File: src/rtl/synth_pkg.sv
// Package: shared phase encoding and delay conversion for the synthesizer
// programmer. Assumes delays are whole microseconds and the clock is given in Hz.
package synth_pkg;

    // Sequencer phases; PH_WAIT returns to the phase held in a return register.
    typedef enum logic [3:0] {
        PH_IDLE,
        PH_CLEAR,
        PH_WAIT,
        PH_ZERO,
        PH_ZERO_STB,
        PH_ONE,
        PH_ONE_STB,
        PH_BIT_LO,
        PH_BIT_LO_STB,
        PH_BIT_HI,
        PH_BIT_HI_STB,
        PH_RESTORE,
        PH_SELECT
    } phase_t;

    // Convert a microsecond delay to clock cycles, rounded up, at least one.
    function automatic longint wait_cycles(input longint hz, input longint us);
        longint c;
        c = (hz * us + 64'd999999) / 64'd1000000;
        if (c < 1) c = 1;
        return c;
    endfunction

endpackage

File: src/rtl/synth_wait_timer.sv
// Module: one-shot down-counter used for every timed wait.
// Assumes load_val >= 1 and that load is never asserted while fire is high.
// fire rises in the cycle load_val cycles after the load edge.
module synth_wait_timer #(
    parameter int CNT_W = 16
) (
    input  logic             clk,
    input  logic             rst_n,
    input  logic             load,
    input  logic [CNT_W-1:0] load_val,
    output logic             fire
);

    logic [CNT_W-1:0] cnt_q;
    logic             run_q;

    // Count down from load_val-1 and stop when zero is reached.
    always_ff @(posedge clk) begin
        if (!rst_n) begin
            cnt_q <= '0;
            run_q <= 1'b0;
        end else if (load) begin
            cnt_q <= load_val - CNT_W'(1);
            run_q <= 1'b1;
        end else if (run_q) begin
            if (cnt_q == '0) run_q <= 1'b0;
            else             cnt_q <= cnt_q - CNT_W'(1);
        end
    end

    // Expiry indication for the sequencer.
    always_comb fire = run_q && (cnt_q == '0);

endmodule

File: src/rtl/synth_frame_pack.sv
// Module: assembles the serial frame in transmit order (index 0 goes first).
// Layout: lead-in one, start zero, write-select zero, location bits LSB first,
// then program-word bits LSB first. Purely combinational.
module synth_frame_pack #(
    parameter int ADDR_W    = 5,
    parameter int WORD_W    = 13,
    parameter int FRAME_LEN = 3 + ADDR_W + WORD_W
) (
    input  logic [ADDR_W-1:0]    addr,
    input  logic [WORD_W-1:0]    word,
    output logic [FRAME_LEN-1:0] frame
);

    localparam int HDR_LEN = 3;

    // Fixed header: one, start zero, write-select zero.
    assign frame[0] = 1'b1;
    assign frame[1] = 1'b0;
    assign frame[2] = 1'b0;

    // Location field, least significant bit sent first.
    for (genvar i = 0; i < ADDR_W; i++) begin : g_addr
        assign frame[HDR_LEN + i] = addr[i];
    end

    // Program-word field, least significant bit sent first.
    for (genvar j = 0; j < WORD_W; j++) begin : g_word
        assign frame[HDR_LEN + ADDR_W + j] = word[j];
    end

endmodule

File: src/rtl/synth_prog_seq.sv
// Module: phase sequencer that issues every control-register write of a run.
// Each phase makes one write. A phase that ends in a wait loads the timer,
// parks in PH_WAIT and resumes at the saved return phase once the timer fires.
// Assumes the frame, location and previous control byte are latched at start.
module synth_prog_seq
    import synth_pkg::*;
#(
    parameter int     ADDR_W    = 5,
    parameter int     FRAME_LEN = 21,
    parameter int     CTL_W     = 8,
    parameter int     DATA_POS  = 2,
    parameter int     SCLK_POS  = 3,
    parameter int     STB_POS   = 6,
    parameter int     SEL_W     = 4,
    parameter int     TMR_W     = 16,
    parameter longint CYC_STB   = 3,
    parameter longint CYC_SETTLE= 100,
    parameter longint CYC_TAIL  = 10,
    parameter longint CYC_SEL   = 300
) (
    input  logic                 clk,
    input  logic                 rst_n,
    input  logic                 start,
    input  logic [ADDR_W-1:0]    addr,
    input  logic [FRAME_LEN-1:0] frame,
    input  logic                 tmr_fire,
    output logic                 tmr_load,
    output logic [TMR_W-1:0]     tmr_val,
    output logic                 busy,
    output logic                 done,
    output logic [CTL_W-1:0]     ctl_byte,
    output logic                 ctl_we
);

    localparam int              IDX_W  = (FRAME_LEN > 1) ? $clog2(FRAME_LEN) : 1;
    localparam logic [CTL_W-1:0] M_DATA = CTL_W'(1) << DATA_POS;
    localparam logic [CTL_W-1:0] M_SCLK = CTL_W'(1) << SCLK_POS;
    localparam logic [CTL_W-1:0] M_STB  = CTL_W'(1) << STB_POS;
    localparam logic [IDX_W-1:0] LAST_IDX = IDX_W'(FRAME_LEN - 1);

    phase_t                 phase_q, ret_q;
    logic [IDX_W-1:0]       idx_q;
    logic [FRAME_LEN-1:0]   frame_q;
    logic [CTL_W-1:0]       saved_q;
    logic [SEL_W-1:0]       sel_q;
    logic [CTL_W-1:0]       ctl_q;
    logic                   we_q;
    logic                   done_q;

    logic                   wr_en;
    logic [CTL_W-1:0]       wr_val;
    logic                   has_wait;
    logic [TMR_W-1:0]       wait_len;
    phase_t                 after_ph;
    logic                   cur_bit;

    // Bit currently being shifted out.
    always_comb cur_bit = frame_q[idx_q];

    // Decode the write, the following wait and the next phase for this cycle.
    always_comb begin
        wr_en    = 1'b0;
        wr_val   = ctl_q;
        has_wait = 1'b0;
        wait_len = TMR_W'(1);
        after_ph = phase_q;
        unique case (phase_q)
            PH_IDLE: begin
                after_ph = PH_IDLE;
            end
            PH_CLEAR: begin
                wr_en    = 1'b1;
                wr_val   = '0;
                has_wait = 1'b1;
                wait_len = TMR_W'(CYC_SETTLE);
                after_ph = PH_ZERO;
            end
            PH_ZERO: begin
                wr_en    = 1'b1;
                wr_val   = '0;
                has_wait = 1'b1;
                wait_len = TMR_W'(CYC_STB);
                after_ph = PH_ZERO_STB;
            end
            PH_ZERO_STB: begin
                wr_en    = 1'b1;
                wr_val   = ctl_q | M_STB;
                after_ph = PH_ONE;
            end
            PH_ONE: begin
                wr_en    = 1'b1;
                wr_val   = CTL_W'(1);
                has_wait = 1'b1;
                wait_len = TMR_W'(CYC_STB);
                after_ph = PH_ONE_STB;
            end
            PH_ONE_STB: begin
                wr_en    = 1'b1;
                wr_val   = ctl_q | M_STB;
                after_ph = PH_BIT_LO;
            end
            PH_BIT_LO: begin
                wr_en    = 1'b1;
                wr_val   = (ctl_q & ~(M_DATA | M_SCLK)) | (cur_bit ? M_DATA : '0);
                has_wait = 1'b1;
                wait_len = TMR_W'(CYC_STB);
                after_ph = PH_BIT_LO_STB;
            end
            PH_BIT_LO_STB: begin
                wr_en    = 1'b1;
                wr_val   = ctl_q | M_STB;
                after_ph = PH_BIT_HI;
            end
            PH_BIT_HI: begin
                wr_en    = 1'b1;
                wr_val   = ctl_q | M_SCLK;
                has_wait = 1'b1;
                wait_len = TMR_W'(CYC_STB);
                after_ph = PH_BIT_HI_STB;
            end
            PH_BIT_HI_STB: begin
                wr_en    = 1'b1;
                wr_val   = ctl_q | M_STB;
                if (idx_q == LAST_IDX) begin
                    has_wait = 1'b1;
                    wait_len = TMR_W'(CYC_TAIL);
                    after_ph = PH_RESTORE;
                end else begin
                    after_ph = PH_BIT_LO;
                end
            end
            PH_RESTORE: begin
                wr_en    = 1'b1;
                wr_val   = saved_q | M_STB;
                has_wait = 1'b1;
                wait_len = TMR_W'(CYC_SEL);
                after_ph = PH_SELECT;
            end
            PH_SELECT: begin
                wr_en    = 1'b1;
                wr_val   = CTL_W'(sel_q) | M_STB;
                after_ph = PH_IDLE;
            end
            PH_WAIT: begin
                after_ph = tmr_fire ? ret_q : PH_WAIT;
            end
            default: begin
                after_ph = PH_IDLE;
            end
        endcase
    end

    // Phase register, return phase and run context captured at start.
    always_ff @(posedge clk) begin
        if (!rst_n) begin
            phase_q <= PH_IDLE;
            ret_q   <= PH_IDLE;
            idx_q   <= '0;
            frame_q <= '0;
            saved_q <= '0;
            sel_q   <= '0;
        end else if (phase_q == PH_IDLE) begin
            if (start) begin
                phase_q <= PH_CLEAR;
                idx_q   <= '0;
                frame_q <= frame;
                saved_q <= ctl_q;
                sel_q   <= addr[SEL_W-1:0];
            end
        end else begin
            if (has_wait) begin
                phase_q <= PH_WAIT;
                ret_q   <= after_ph;
            end else begin
                phase_q <= after_ph;
            end
            if (phase_q == PH_BIT_HI_STB && idx_q != LAST_IDX)
                idx_q <= idx_q + IDX_W'(1);
        end
    end

    // Output register for the control byte with its write pulse and done pulse.
    always_ff @(posedge clk) begin
        if (!rst_n) begin
            ctl_q  <= '0;
            we_q   <= 1'b0;
            done_q <= 1'b0;
        end else begin
            we_q   <= wr_en;
            done_q <= (phase_q == PH_SELECT);
            if (wr_en) ctl_q <= wr_val;
        end
    end

    // Timer handshake and status outputs.
    always_comb begin
        tmr_load = wr_en && has_wait;
        tmr_val  = wait_len;
        busy     = (phase_q != PH_IDLE);
        done     = done_q;
        ctl_byte = ctl_q;
        ctl_we   = we_q;
    end

endmodule

File: src/rtl/synth_clock_loader.sv
// Module: top of the serial synthesizer programmer.
// Converts the microsecond delays to cycle counts, sizes the wait timer and
// wires the frame packer, the sequencer and the timer together.
// Assumes a free-running clk at CLK_HZ and a synchronous active-low reset.
module synth_clock_loader
    import synth_pkg::*;
#(
    parameter longint CLK_HZ    = 100_000_000,
    parameter longint STROBE_US = 26,
    parameter longint SETTLE_US = 15_000,
    parameter longint TAIL_US   = 1_000,
    parameter longint SELECT_US = 50_000,
    parameter int     ADDR_W    = 5,
    parameter int     WORD_W    = 13,
    parameter int     CTL_W     = 8,
    parameter int     DATA_POS  = 2,
    parameter int     SCLK_POS  = 3,
    parameter int     STB_POS   = 6,
    parameter int     SEL_W     = 4
) (
    input  logic              clk,
    input  logic              rst_n,
    input  logic              start,
    input  logic [ADDR_W-1:0] loc_addr,
    input  logic [WORD_W-1:0] prog_word,
    output logic              busy,
    output logic              done,
    output logic [CTL_W-1:0]  ctl_byte,
    output logic              ctl_we
);

    localparam int     FRAME_LEN  = 3 + ADDR_W + WORD_W;
    localparam longint CYC_STB    = wait_cycles(CLK_HZ, STROBE_US);
    localparam longint CYC_SETTLE = wait_cycles(CLK_HZ, SETTLE_US);
    localparam longint CYC_TAIL   = wait_cycles(CLK_HZ, TAIL_US);
    localparam longint CYC_SEL    = wait_cycles(CLK_HZ, SELECT_US);
    localparam longint CYC_MAX_A  = (CYC_STB > CYC_SETTLE) ? CYC_STB : CYC_SETTLE;
    localparam longint CYC_MAX_B  = (CYC_TAIL > CYC_SEL) ? CYC_TAIL : CYC_SEL;
    localparam longint CYC_MAX    = (CYC_MAX_A > CYC_MAX_B) ? CYC_MAX_A : CYC_MAX_B;
    localparam int     TMR_W      = $clog2(CYC_MAX + 1);

    logic [FRAME_LEN-1:0] frame;
    logic                 tmr_load;
    logic [TMR_W-1:0]     tmr_val;
    logic                 tmr_fire;

    synth_frame_pack #(
        .ADDR_W    (ADDR_W),
        .WORD_W    (WORD_W),
        .FRAME_LEN (FRAME_LEN)
    ) u_pack (
        .addr  (loc_addr),
        .word  (prog_word),
        .frame (frame)
    );

    synth_wait_timer #(
        .CNT_W (TMR_W)
    ) u_timer (
        .clk      (clk),
        .rst_n    (rst_n),
        .load     (tmr_load),
        .load_val (tmr_val),
        .fire     (tmr_fire)
    );

    synth_prog_seq #(
        .ADDR_W     (ADDR_W),
        .FRAME_LEN  (FRAME_LEN),
        .CTL_W      (CTL_W),
        .DATA_POS   (DATA_POS),
        .SCLK_POS   (SCLK_POS),
        .STB_POS    (STB_POS),
        .SEL_W      (SEL_W),
        .TMR_W      (TMR_W),
        .CYC_STB    (CYC_STB),
        .CYC_SETTLE (CYC_SETTLE),
        .CYC_TAIL   (CYC_TAIL),
        .CYC_SEL    (CYC_SEL)
    ) u_seq (
        .clk      (clk),
        .rst_n    (rst_n),
        .start    (start),
        .addr     (loc_addr),
        .frame    (frame),
        .tmr_fire (tmr_fire),
        .tmr_load (tmr_load),
        .tmr_val  (tmr_val),
        .busy     (busy),
        .done     (done),
        .ctl_byte (ctl_byte),
        .ctl_we   (ctl_we)
    );

endmodule

File: config.mk
export PLATFORM = sky130hd
export DESIGN_NAME = synth_clock_loader
export DESIGN_NICKNAME = d
export VERILOG_FILES = /design/src/rtl/synth_pkg.sv /design/src/rtl/synth_wait_timer.sv /design/src/rtl/synth_frame_pack.sv /design/src/rtl/synth_prog_seq.sv /design/src/rtl/synth_clock_loader.sv
export SDC_FILE = /design/constraint.sdc
export NUM_CORES = 1
export LEC_CHECK = 0
export ABC_CLOCK_PERIOD_IN_PS = 9900
export BUFFER_PORTS_ARGS = -buffer_cell sky130_fd_sc_hd__buf_2
export CAP_MARGIN = 20
export CORE_ASPECT_RATIO = 0.9
export CORE_MARGIN = 4
export CORE_UTILIZATION = 67
export CTS_BUF_LIST = sky130_fd_sc_hd__clkbuf_8
export DETAILED_ROUTE_END_ITERATION = 8
export GPL_TIMING_DRIVEN = 0
export PLACE_DENSITY = 0.95
export SYNTH_ARGS = -nofsm -noshare
export SYNTH_HDL_FRONTEND = slang
export SYNTH_SLANG_ARGS = --single-unit
File: constraint.sdc
create_clock -name clk -period 9.9 [get_ports clk]
set_clock_uncertainty 0.05 [all_clocks]
set_input_delay 0 -clock clk [delete_from_list [all_inputs] [get_ports clk]]
set_output_delay 0 -clock clk [all_outputs]
set_load 0.05 [all_outputs]
### Word level (Yosys, flattened, before mapping)

Index checks and enable logic that the tools add are counted.

* word-level logic and storage cells: 84
* bits of input ports: 21
* register bits after elaboration: 78
* output and inout port bits: 11

* reductions and logical operators: 23
* add/sub/neg operators: 3
* $lt $le $gt $ge: 1
* multiplexer cells: 24
* bitwise logic cells: 4
* equal/unequal tests: 16

Operator list (number)
* $pmux 23 s4: 1
* $mux 23: 3
* $pmux 8 s7: 1
* $sub 23x1->23 const B: 2
* $pmux 4 s11: 1
* $logic_not 23->1: 1
* $eq 4x4->1 const B: 5
* $mux 4: 5
* $mux 17: 1
* $eq 4x3->1 const B: 4
* $mux 5: 3
* $reduce_bool 6->1: 2
* $reduce_or 11->1: 1
* $eq 4x2->1 const B: 2
* $or 8x8->8: 1
* $reduce_and 2->1: 4
* $reduce_or 4->1: 2
* $lt 5x6->1 const B: 1
* $mux 1: 6
* $reduce_and 3->1: 2
* $reduce_or 6->1: 1
* $add 5x1->5 const B: 1
* $bmux 1 s5: 1
* $eq 5x5->1 const B: 1
* other kinds (13): 19

### Longest topological paths before layout

Gate-level depths: netlist of the first run.

* depth after elaboration: 6
* mapped depth: 14
* gate-level depth less buffers: 10

### Modules after synthesis

A second synthesis of the first run with hierarchy kept.

* cell total of the unflattened synthesis: 627
* area total of the unflattened synthesis: 5052.3 µm²

By module, submodules not included
* synth_prog_seq: cells each 349, seq. area each 1101.1 µm², instances 1, area an instance 2842.7 µm²
* synth_wait_timer: cells each 255, seq. area each 480.5 µm², instances 1, area an instance 2044.5 µm²
* synth_frame_pack: cells each 23, seq. area each 0.0 µm², instances 1, area an instance 165.2 µm²

### Worst setup path after synthesis of the first run

No wires, ideal clock.

* path type: reg2reg
* start: register u_seq.idx_q[0]
* end: register u_timer.cnt_q[20]
* required time: 9.732 ns
* slack: 6.602 ns
* period minus slack after synthesis: 3.298 ns
* cell stages (with the launch flop): 15
* setup time: 0.118 ns
* path buffers: 4
* arrival time: 3.131 ns
* cell sequence: dfxtp_1 clkbuf_1 inv_1 ha_1 and4b_4 a21oi_1 clkbuf_1 buf_1 nand2_1 ha_1 o2111ai_1 or3_1 buf_2 or4_1 o2111a_1

* word-level cells in the longest chain between the ends: 6
* elaborated cells between the ends (all ways): 11
* those cells by class: 1 x add/sub; 2 x eq/ne; 5 x mux; 3 x reduce/logical

Ends and longest elaborated chain
* start: declaration: line synth_prog_seq.sv:42 `logic [IDX_W-1:0] idx_q;`
* start signal: assignment: line synth_prog_seq.sv:178 `idx_q <= idx_q + IDX_W'(1);`
* $eq 5x5->1 (*): line synth_prog_seq.sv:124 `if (idx_q == LAST_IDX) begin`
* parallel branches: the longest is 5 deep, another holds $sub 23x1->23
* end signal: assignment: line synth_wait_timer.sv:23 `cnt_q <= load_val - CNT_W'(1);`
* end signal: assignment: line synth_wait_timer.sv:27 `else cnt_q <= cnt_q - CNT_W'(1);`
* end: declaration: line synth_wait_timer.sv:14 `logic [CNT_W-1:0] cnt_q;`

Every way passes the cells marked *.
A chain may end at the register's enable or synchronous reset.

### Worst setup path after layout of the first run

* start: register u_seq.idx_q[0]
* end: register u_timer.cnt_q[8]

The elaborated chain is that of the path after synthesis.

==> metrics.csv, run 1 <==
metric,value,unit
"commonest non-fill, non-tap cell in the layout",nand2_1,
"Net Count, Synth",518,
Peak VDD IR,0.000193,V
hold path cells,3,
"FF+latch count, synth",73,
YS warnings,0,
# setup viols final,0,
startpoint types,register,
Setup Total Neg Slack,0,ns
top post-synthesis cells by area,"dfxtp_1, nand2_1, a21oi_1",
Yosys cell types,67,
Slew Limit Fails,0,
fin util,0.827,
post-CTS sizing,0,
die height,80.0,microns
Cells after Synth,494,
Routed Antenna Nets,0,
die area,7040,sq um
Async SR Flop Fraction,0,
Post-Synthesis Cell Area,3860,sq um
post-CTS setup buffer count,0,
vias in the first global route,4078,
number of flops mapped to enable cells by yosys,0,
final WL,12800,microns
DR WL/cell,20.4,microns
area grow syn2layout,15.9,%
CTS root buffer,clkbuf_8,
placed cell count,591,
Worst Hold Class,input port to register,
first-pass GRT wire length,20400,microns
Worst Path Arrival,4.37,ns
Nets,578,
Vias per Instance,7.01,
Synth Area per Inst,7.82,sq um
Reg area,1460,sq um
Reg2Reg Depth,13,
Detailed Place HPWL,8070,microns
all-layer global routing usage,0.378,
status,completed,
GRT overflow,0,
TritonCTS Buffers,9,
Worst Tran Pin Value,0.772,ns
Crit Path Category,register to register,
Max Cap Viol,0,
"Seq/Total Area, Yosys",0.378,
Vias,4387,
n_diodes,0,
layout cell share with drive strength beyond 1,0.136,
pre-CTS WS,5.98,ns
drt first-iter violations,868,
critical path capture point type,register,
cell taking the most area after synthesis,dfxtp_1,
Die Wd,88.0,microns
Multi-input gate area,2220,sq um
Tmin final,4.16,ns
insertion delay to the later sink of the worst-skew pair,0.37,ns
clock sink total,73,
Fin Hold WS,0.0600,ns
DRC viols,0,
CP max FO,10,
Setup WS post-layout,5.74,ns
RSZ-0062 raised after global routing,no,
initial core utilization,0.714,
core area,5410,sq um
CTS Buffer Depth,2,
cell area power density,208,nW/um^2
clock slew at reported path FFs,0.08,ns
H-tree Lvls,3,
Fill cells,323,
fin crit share,0.420,
CP required,10.11,ns
total leakage power,1.63,nW
Max Clk Rate,0.241,GHz
"Design Area, Final",4480,sq um
Core Rows,25,
largest net degree at the start of global routing,13,
"Cell Area, Placed",4100,sq um
TritonRoute pass-1 iters,7,
CTS tree,built,
Placer Congestion,0.966,
"commonest cells after routing, fill and taps aside","nand2_1, dfxtp_1, a21oi_1, nor2_1, buf_2",
Layout Cells excl Fill,626,
Port Buffers,30,
Yosys top cell area share,0.378,
Pwr Total,0.931,mW
final hold vios,0,
max_slew headroom,0.485,
Main synth FF type,dfxtp_1,
initial antenna violation count,0,
Top-Level Pins,32,
-- worst paths after layout --
path,start,to,slack [ns]
worst min register to register,u_seq.frame_q[14]$_SDFFE_PN0P_,u_seq.frame_q[14]$_SDFFE_PN0P_,0.41
worst min-delay path,rst_n,u_timer.cnt_q[13]$_SDFFE_PN0P_,0.06
worst max-delay path,u_seq.idx_q[0]$_SDFFE_PN0P_,u_timer.cnt_q[8]$_SDFFE_PN0P_,5.74
worst max register to register,u_seq.idx_q[0]$_SDFFE_PN0P_,u_timer.cnt_q[8]$_SDFFE_PN0P_,5.74
-- cells by family (layout without fill, tap and decap cells) --
kind of cell	Yosys count	in the layout	synth area share
AO/OA/AOI/OAI	151	151	0.256
buffers and inverters	43	108	0.0467
XOR/XNOR	5	5	0.0113
multiplexers	6	6	0.0288
adder cells (fa/ha/maj)	3	3	0.00972
AND/OR/NAND/NOR	213	213	0.269
flip-flops	73	73	0.378
-- layer usage --
| layer | routed length (microns) | vias to the layer above | track usage |
|---|---|---|---|
| met2 | 5500 | 420 | 0.575 |
| met5 | 0 | - | 0 |
| met4 | 620 | 0 | 0.178 |
| met3 | 1830 | 69 | 0.123 |
| li1 | - | 1928 | - |
| met1 | 4850 | 1970 | 0.483 |
-- critical path, cell delays in order (launching register included) --
cell and delay, ns:
dfxtp_1 0.34, clkbuf_1 0.54, inv_1 0.11, ha_1 0.25
and4b_4 0.23, a21oi_1 0.24, clkbuf_1 0.44, buf_1 0.52
nand2_1 0.12, ha_1 0.29, o21ai_0 0.20, nor3_1 0.23
o21a_1 0.23, o221a_2 0.25
-- flip-flops by register name (all words and copies together) (netlist names) --
register,flops
u_seq.sel_q,3
u_seq.ret_q,4
u_seq.ctl_byte,8
u_seq.ctl_we,1
u_seq.idx_q,5
u_seq.saved_q,7
u_timer.run_q,1
u_seq.frame_q,16
u_seq.done,1
u_seq.phase_q,4
u_timer.cnt_q,23
-- cells in the mapped netlist, types with 2 or more instances --
cell type	number
o211ai_1	7
o22ai_1	3
or3_1	9
o31a_1	2
o2111ai_1	2
nor4_1	6
inv_1	7
nor2_1	47
and3_1	5
nand2_1	80
xnor2_1	4
clkbuf_1	23
or4_1	6
a311oi_1	2
dfxtp_1	73
o221a_2	3
nor2b_1	4
a2111oi_0	3
buf_1	3
mux4_2	4
o311ai_0	2
nand4b_1	2
ha_1	3
or2_2	4
a21oi_1	56
a22oi_1	4
nand2b_1	7
nand3_1	10
nor3_1	19
nand3b_1	2
buf_2	9
o21a_1	5
a41oi_1	2
o21ai_0	23
a31oi_1	11
o41ai_1	2
nand4_1	3
a211oi_1	8
-- power breakdown --
part	switching (mW)	total [mW]	internal, mW	leakage, nW
Clock	0.116	0.227	0.111	0.0984
Sequential	0.0343	0.361	0.327	0.596
Combinational	0.229	0.342	0.113	0.934
Total	0.379	0.931	0.551	1.63
-- final cells by class --
type	count	share of cell area
multi-input combinational	378	0.496
sequential	73	0.326
tap	67	0.0187
clock buffer	12	0.0369
buffer	36	0.0344
inverter	7	0.00587
clock inverter	4	0.00587
timing repair buffer	49	0.0760
-- what timing repair did --
item / in CTS / in global routing
endpoints found under the setup margin: 0 / 0
hold buffers: 19 / 0
hold endpoints to repair: 20 / 0
Note: power is estimated with default switching activity, not from simulation.
==> run 2, diff against run 1 <==
--- a/config.mk
+++ b/config.mk
@@ -5,16 +5,16 @@
 export SDC_FILE = /design/constraint.sdc
 export NUM_CORES = 1
 export LEC_CHECK = 0
-export ABC_CLOCK_PERIOD_IN_PS = 9900
+export ABC_CLOCK_PERIOD_IN_PS = 3550
 export BUFFER_PORTS_ARGS = -buffer_cell sky130_fd_sc_hd__buf_2
 export CAP_MARGIN = 20
 export CORE_ASPECT_RATIO = 0.9
 export CORE_MARGIN = 4
-export CORE_UTILIZATION = 67
+export CORE_UTILIZATION = 56
 export CTS_BUF_LIST = sky130_fd_sc_hd__clkbuf_8
 export DETAILED_ROUTE_END_ITERATION = 8
 export GPL_TIMING_DRIVEN = 0
-export PLACE_DENSITY = 0.95
+export PLACE_DENSITY = 0.85
 export SYNTH_ARGS = -nofsm -noshare
 export SYNTH_HDL_FRONTEND = slang
 export SYNTH_SLANG_ARGS = --single-unit
==> constraint.sdc (replaced) <==
create_clock -name clk -period 3.55 [get_ports clk]
set_clock_uncertainty 0.05 [all_clocks]
set_input_delay 0 -clock clk [delete_from_list [all_inputs] [get_ports clk]]
set_output_delay 0 -clock clk [all_outputs]
set_load 0.05 [all_outputs]
==> metrics.csv, run 2 (synthesis results as in run 1) <==
metric,value,unit
sequential power share,0.364,
Max Cap Viol,0,
Vias per Instance,6.58,
GRT overflow,0,
Sw Share,0.383,
Worst Tran Pin Value,0.690,ns
Pwr Total,2.75,mW
Die Wd,95.5,microns
layout cell share with drive strength beyond 1,0.138,
post-CTS setup buffer count,0,
Vias,4250,
Routed Antenna Nets,0,
clock sink total,73,
TritonCTS Buffers,9,
Max Clk Rate,0.295,GHz
max_slew headroom,0.540,
Peak VDD IR,0.000499,V
TritonRoute pass-1 iters,6,
initial core utilization,0.583,
die area,8290,sq um
largest net degree at the start of global routing,20,
n_diodes,0,
# setup viols final,0,
area grow syn2layout,17.9,%
cell-internal power,1.70,mW
CP required,3.75,ns
Slew Limit Fails,0,
CTS Buffer Depth,2,
fin crit share,0.954,
all-layer global routing usage,0.294,
Setup Total Neg Slack,0,ns
Fill cells,515,
Multi-input gate area,2220,sq um
CTS tree,built,
"Cell Area, Placed",4120,sq um
first-pass GRT wire length,18900,microns
clock slew at reported path FFs,0.08,ns
Worst Path Arrival,3.59,ns
max reg flops,23,
Port Buffers,30,
Placer Congestion,1.02,
fin util,0.687,
DR WL/cell,18.5,microns
cell area power density,605,nW/um^2
RSZ-0062 raised after global routing,no,
total leakage power,1.65,nW
Biggest register,u_timer.cnt_q,
Logic pwr share,0.345,
Top-Level Pins,32,
final hold vios,0,
Detailed Place HPWL,7840,microns
Switch Pwr,1.05,mW
"commonest non-fill, non-tap cell in the layout",nand2_1,
H-tree Lvls,3,
CTS root buffer,clkbuf_8,
critical path capture point type,register,
DRC viols,0,
Worst Hold Class,input port to register,
Core Rows,28,
Nets,575,
"Design Area, Final",4550,sq um
Reg area,1460,sq um
die height,86.8,microns
final WL,12000,microns
status,completed,
Tmin final,3.39,ns
Crit Path Category,register to register,
CP max FO,19,
insertion delay to the later sink of the worst-skew pair,0.36,ns
drt first-iter violations,640,
startpoint types,register,
Reg2Reg Depth,12,
initial antenna violation count,0,
core area,6620,sq um
clock network fraction of design power,0.292,
vias in the first global route,3866,
"commonest cells after routing, fill and taps aside","nand2_1, dfxtp_1, a21oi_1, nor2_1, buf_2",
hold path cells,3,
## run 2: changes by cell type in the layout (fill, tap and decap cells not counted)
cell and delta:
dfxtp_2 +1, clkbuf_4 +1, dfxtp_1 -1, inv_1 +1, clkbuf_1 -3, buf_1 -1, bufinv_16 +3, clkbuf_8 -3
clkinv_2 -2, inv_6 +1
## run 2: per-layer routing
metal	wire, microns	GRT usage	part of all wire	vias up
met4	327	0.102	0.027	0
li1	-	-	-	1926
met5	0	0	0	-
met3	1350	0.0660	0.11	51
met1	4820	0.401	0.40	1973
met2	5470	0.458	0.46	300
## run 2: worst max-delay path, stage by stage, from the launching register on
cell	delay, ns
dfxtp_1	0.44
inv_1	0.10
ha_1	0.20
and4b_4	0.28
a21oi_1	0.12
clkbuf_4	0.30
nand2_1	0.11
ha_1	0.27
o2111ai_1	0.17
or3_1	0.32
buf_2	0.18
or4_1	0.47
o2111a_1	0.25
## run 2: power groups by stage
stage                     logic, mW  registers [mW]  clock network, mW
final                         0.948            1.00              0.803
after global routing           1.01            1.01              0.837
after CTS                     0.900           0.996              0.799
after detailed placement      0.871            1.01                  0
after global placement        0.845            1.01                  0
after floorplan               0.640            1.01                  0
## run 2: worst paths after layout
check | start | endpoint | slack, ns
min reg2reg | u_seq.saved_q[5]$_SDFFE_PN0P_ | u_seq.saved_q[5]$_SDFFE_PN0P_ | 0.41
max | u_seq.idx_q[1]$_SDFFE_PN0P_ | u_timer.cnt_q[20]$_SDFFE_PN0P_ | 0.16
min | rst_n | u_seq.ctl_byte[0]$_SDFFE_PN0P_ | 0.1
max reg2reg | u_seq.idx_q[1]$_SDFFE_PN0P_ | u_timer.cnt_q[20]$_SDFFE_PN0P_ | 0.16
## run 2: stage by stage
stage                     cells  worst slack (ns)  hold slack, ns
final                       646             0.164          0.0975
after global routing        646           0.00769           0.109
after CTS                   648            0.0391          0.0793
after detailed placement    614            -0.256           0.198
after global placement      614            -0.225           0.191
after floorplan             494             0.252          0.0860
## run 2: timing repair
item                                    in CTS  in global routing
resized for setup                            2                  1
hold buffers                                19                  0
endpoints found under the hold margin       19                  0
endpoints found under the setup margin       8                  2
## run 2: cell type report
type                    count  area share
flip-flops and latches     73       0.321
clock buffers               9      0.0272
well taps                  90      0.0247
repair buffers             49      0.0748
inverters                   7     0.00577
plain buffers              33      0.0322
multi-input cells         378       0.488
clock inverters             7      0.0261
==> run 3, diff against run 2 <==
==> constraint.sdc (replaced) <==
create_clock -name clk -period 3.55 [get_ports clk]
set_clock_uncertainty 0.05 [all_clocks]
set_input_delay 0.355 -clock clk [delete_from_list [all_inputs] [get_ports clk]]
set_output_delay 0.355 -clock clk [all_outputs]
set_load 0.05 [all_outputs]
==> metrics.csv, run 3 (synthesis results as in run 1) <==
metric,value,unit
"Cell Area, Placed",4120,sq um
Max Clk Rate,0.300,GHz
Max Used Layer,met4,
initial antenna violation count,0,
Pwr Total,2.72,mW
TritonCTS Buffers,9,
all-layer global routing usage,0.285,
Fill cells,557,
M1 WL,4700,microns
die area,8290,sq um
WL met3,1220,microns
"Design Area, Final",4360,sq um
hold_buf cts,0,
DR WL/cell,18.3,microns
RSZ-0062 raised after global routing,no,
area grow syn2layout,13.0,%
metal2 WL,5280,microns
n_diodes,0,
Setup Total Neg Slack,0,ns
Hold Crit Start,prog_word[4],
Nets,556,
TritonRoute pass-1 iters,6,
initial core utilization,0.583,
Peak VDD IR,0.000497,V
layout cell share with drive strength beyond 1,0.145,
Tmin final,3.34,ns
DRC viols,0,
Die Wd,95.5,microns
Worst Path Arrival,3.54,ns
CP max FO,19,
Crit Path Category,register to register,
# setup viols final,0,
Routed Antenna Nets,0,
H-tree Lvls,3,
critical path capture point type,register,
vias in the first global route,3742,
die height,86.8,microns
Vias per Instance,6.55,
Port Buffers,30,
drt first-iter violations,584,
largest net degree at the start of global routing,20,
Setup WS post-layout,0.212,ns
total leakage power,1.57,nW
post-CTS setup buffer count,0,
CP required,3.75,ns
CTS tree,built,
"commonest non-fill, non-tap cell in the layout",nand2_1,
pre-CTS WS,-0.256,ns
Slew Limit Fails,0,
clock sink total,73,
CTS root buffer,clkbuf_8,
Reg2Reg Depth,10,
max_slew headroom,0.532,
first-pass GRT wire length,18300,microns
insertion delay to the later sink of the worst-skew pair,0.36,ns
Biggest register,u_timer.cnt_q,
Core Rows,28,
Critical R2R Launch,u_seq.phase_q[0]$_SDFFE_PN0P_,
startpoint types,register,
fin crit share,0.940,
Fin Hold WS,0.178,ns
flop-to-flop setup slack,0.21,ns
GRT overflow,0,
Multi-input gate area,2220,sq um
CTS Buffer Depth,2,
Worst Hold Class,input port to register,
hold endpoint,u_seq.frame_q[12]$_SDFFE_PN0P_,
final hold vios,0,
cell area power density,624,nW/um^2
max reg flops,23,
final WL,11500,microns
Reg area,1460,sq um
Worst Tran Pin Value,0.702,ns
Detailed Place HPWL,7840,microns
Max Cap Viol,0,
Placer Congestion,1.02,
hold path cells,3,
status,completed,
clock slew at reported path FFs,0.09,ns
"commonest cells after routing, fill and taps aside","nand2_1, dfxtp_1, a21oi_1, nor2_1, buf_2",
core area,6620,sq um
end of the worst register-to-register path,u_timer.cnt_q[20]$_SDFFE_PN0P_,
Vias,4109,
Top-Level Pins,32,
-- run 3: cell count changes in the layout (fill, tap and decap cells not counted) --
| cell | change |
|---|---|
| dlygate4sd3_1 | -19 |
| dfxtp_1 | -1 |
| dfxtp_2 | +1 |
-- run 3: how the worst max path moves through the flow --
stage                                              from                              to  slack, ns  depth (start not counted)
after detailed placement    u_seq.idx_q[0]$_SDFFE_PN0P_  u_timer.cnt_q[20]$_SDFFE_PN0P_      -0.26                         14
after global routing      u_seq.phase_q[0]$_SDFFE_PN0P_  u_timer.cnt_q[20]$_SDFFE_PN0P_       0.04                         10
final                     u_seq.phase_q[0]$_SDFFE_PN0P_  u_timer.cnt_q[20]$_SDFFE_PN0P_       0.21                         10
after CTS                   u_seq.idx_q[0]$_SDFFE_PN0P_  u_timer.cnt_q[20]$_SDFFE_PN0P_       0.04                         13
after global placement      u_seq.idx_q[0]$_SDFFE_PN0P_  u_timer.cnt_q[20]$_SDFFE_PN0P_      -0.23                         14
after floorplan             u_seq.idx_q[0]$_SDFFE_PN0P_  u_timer.cnt_q[20]$_SDFFE_PN0P_       0.25                         14
-- run 3: power breakdown --
part           switching [mW]  total, mW  internal (mW)
combinational           0.618      0.921          0.303
clock                   0.333      0.801          0.468
sequential             0.0890       1.00          0.912
-- run 3: final cells by class --
class,instances,area share
Multi-Input combinational cell,378,0.509
Sequential cell,73,0.336
Timing Repair Buffer,30,0.0344
Buffer,33,0.0336
Clock buffer,9,0.0284
Clock inverter,7,0.0273
Tap cell,90,0.0258
Inverter,7,0.00602
-- run 3: stage by stage --
step	util	std cells
3_3_place_gp	0.623	614
5_1_grt	0.659	627
2_1_floorplan	-	494
6_report	0.659	627
4_1_cts	0.659	629
3_5_place_dp	0.623	614
-- run 3: timing repair --
item,CTS,global route
gates resized for setup,2,2
endpoints found under the setup margin,8,2
hold endpoints to repair,0,0
-- run 3: layer usage --
layer,vias up,GRT usage
met5,-,0
met4,0,0.102
met3,35,0.0677
met2,258,0.437
met1,1920,0.393
li1,1896,-
-- run 3: worst max-delay path: stages (launching register included) --
cell	delay, ns
dfxtp_1	0.39
a21boi_1	0.55
a21oi_1	0.17
clkbuf_4	0.29
nand2_1	0.11
ha_1	0.27
o2111ai_1	0.17
or3_1	0.32
buf_2	0.18
or4_1	0.47
o2111a_1	0.25
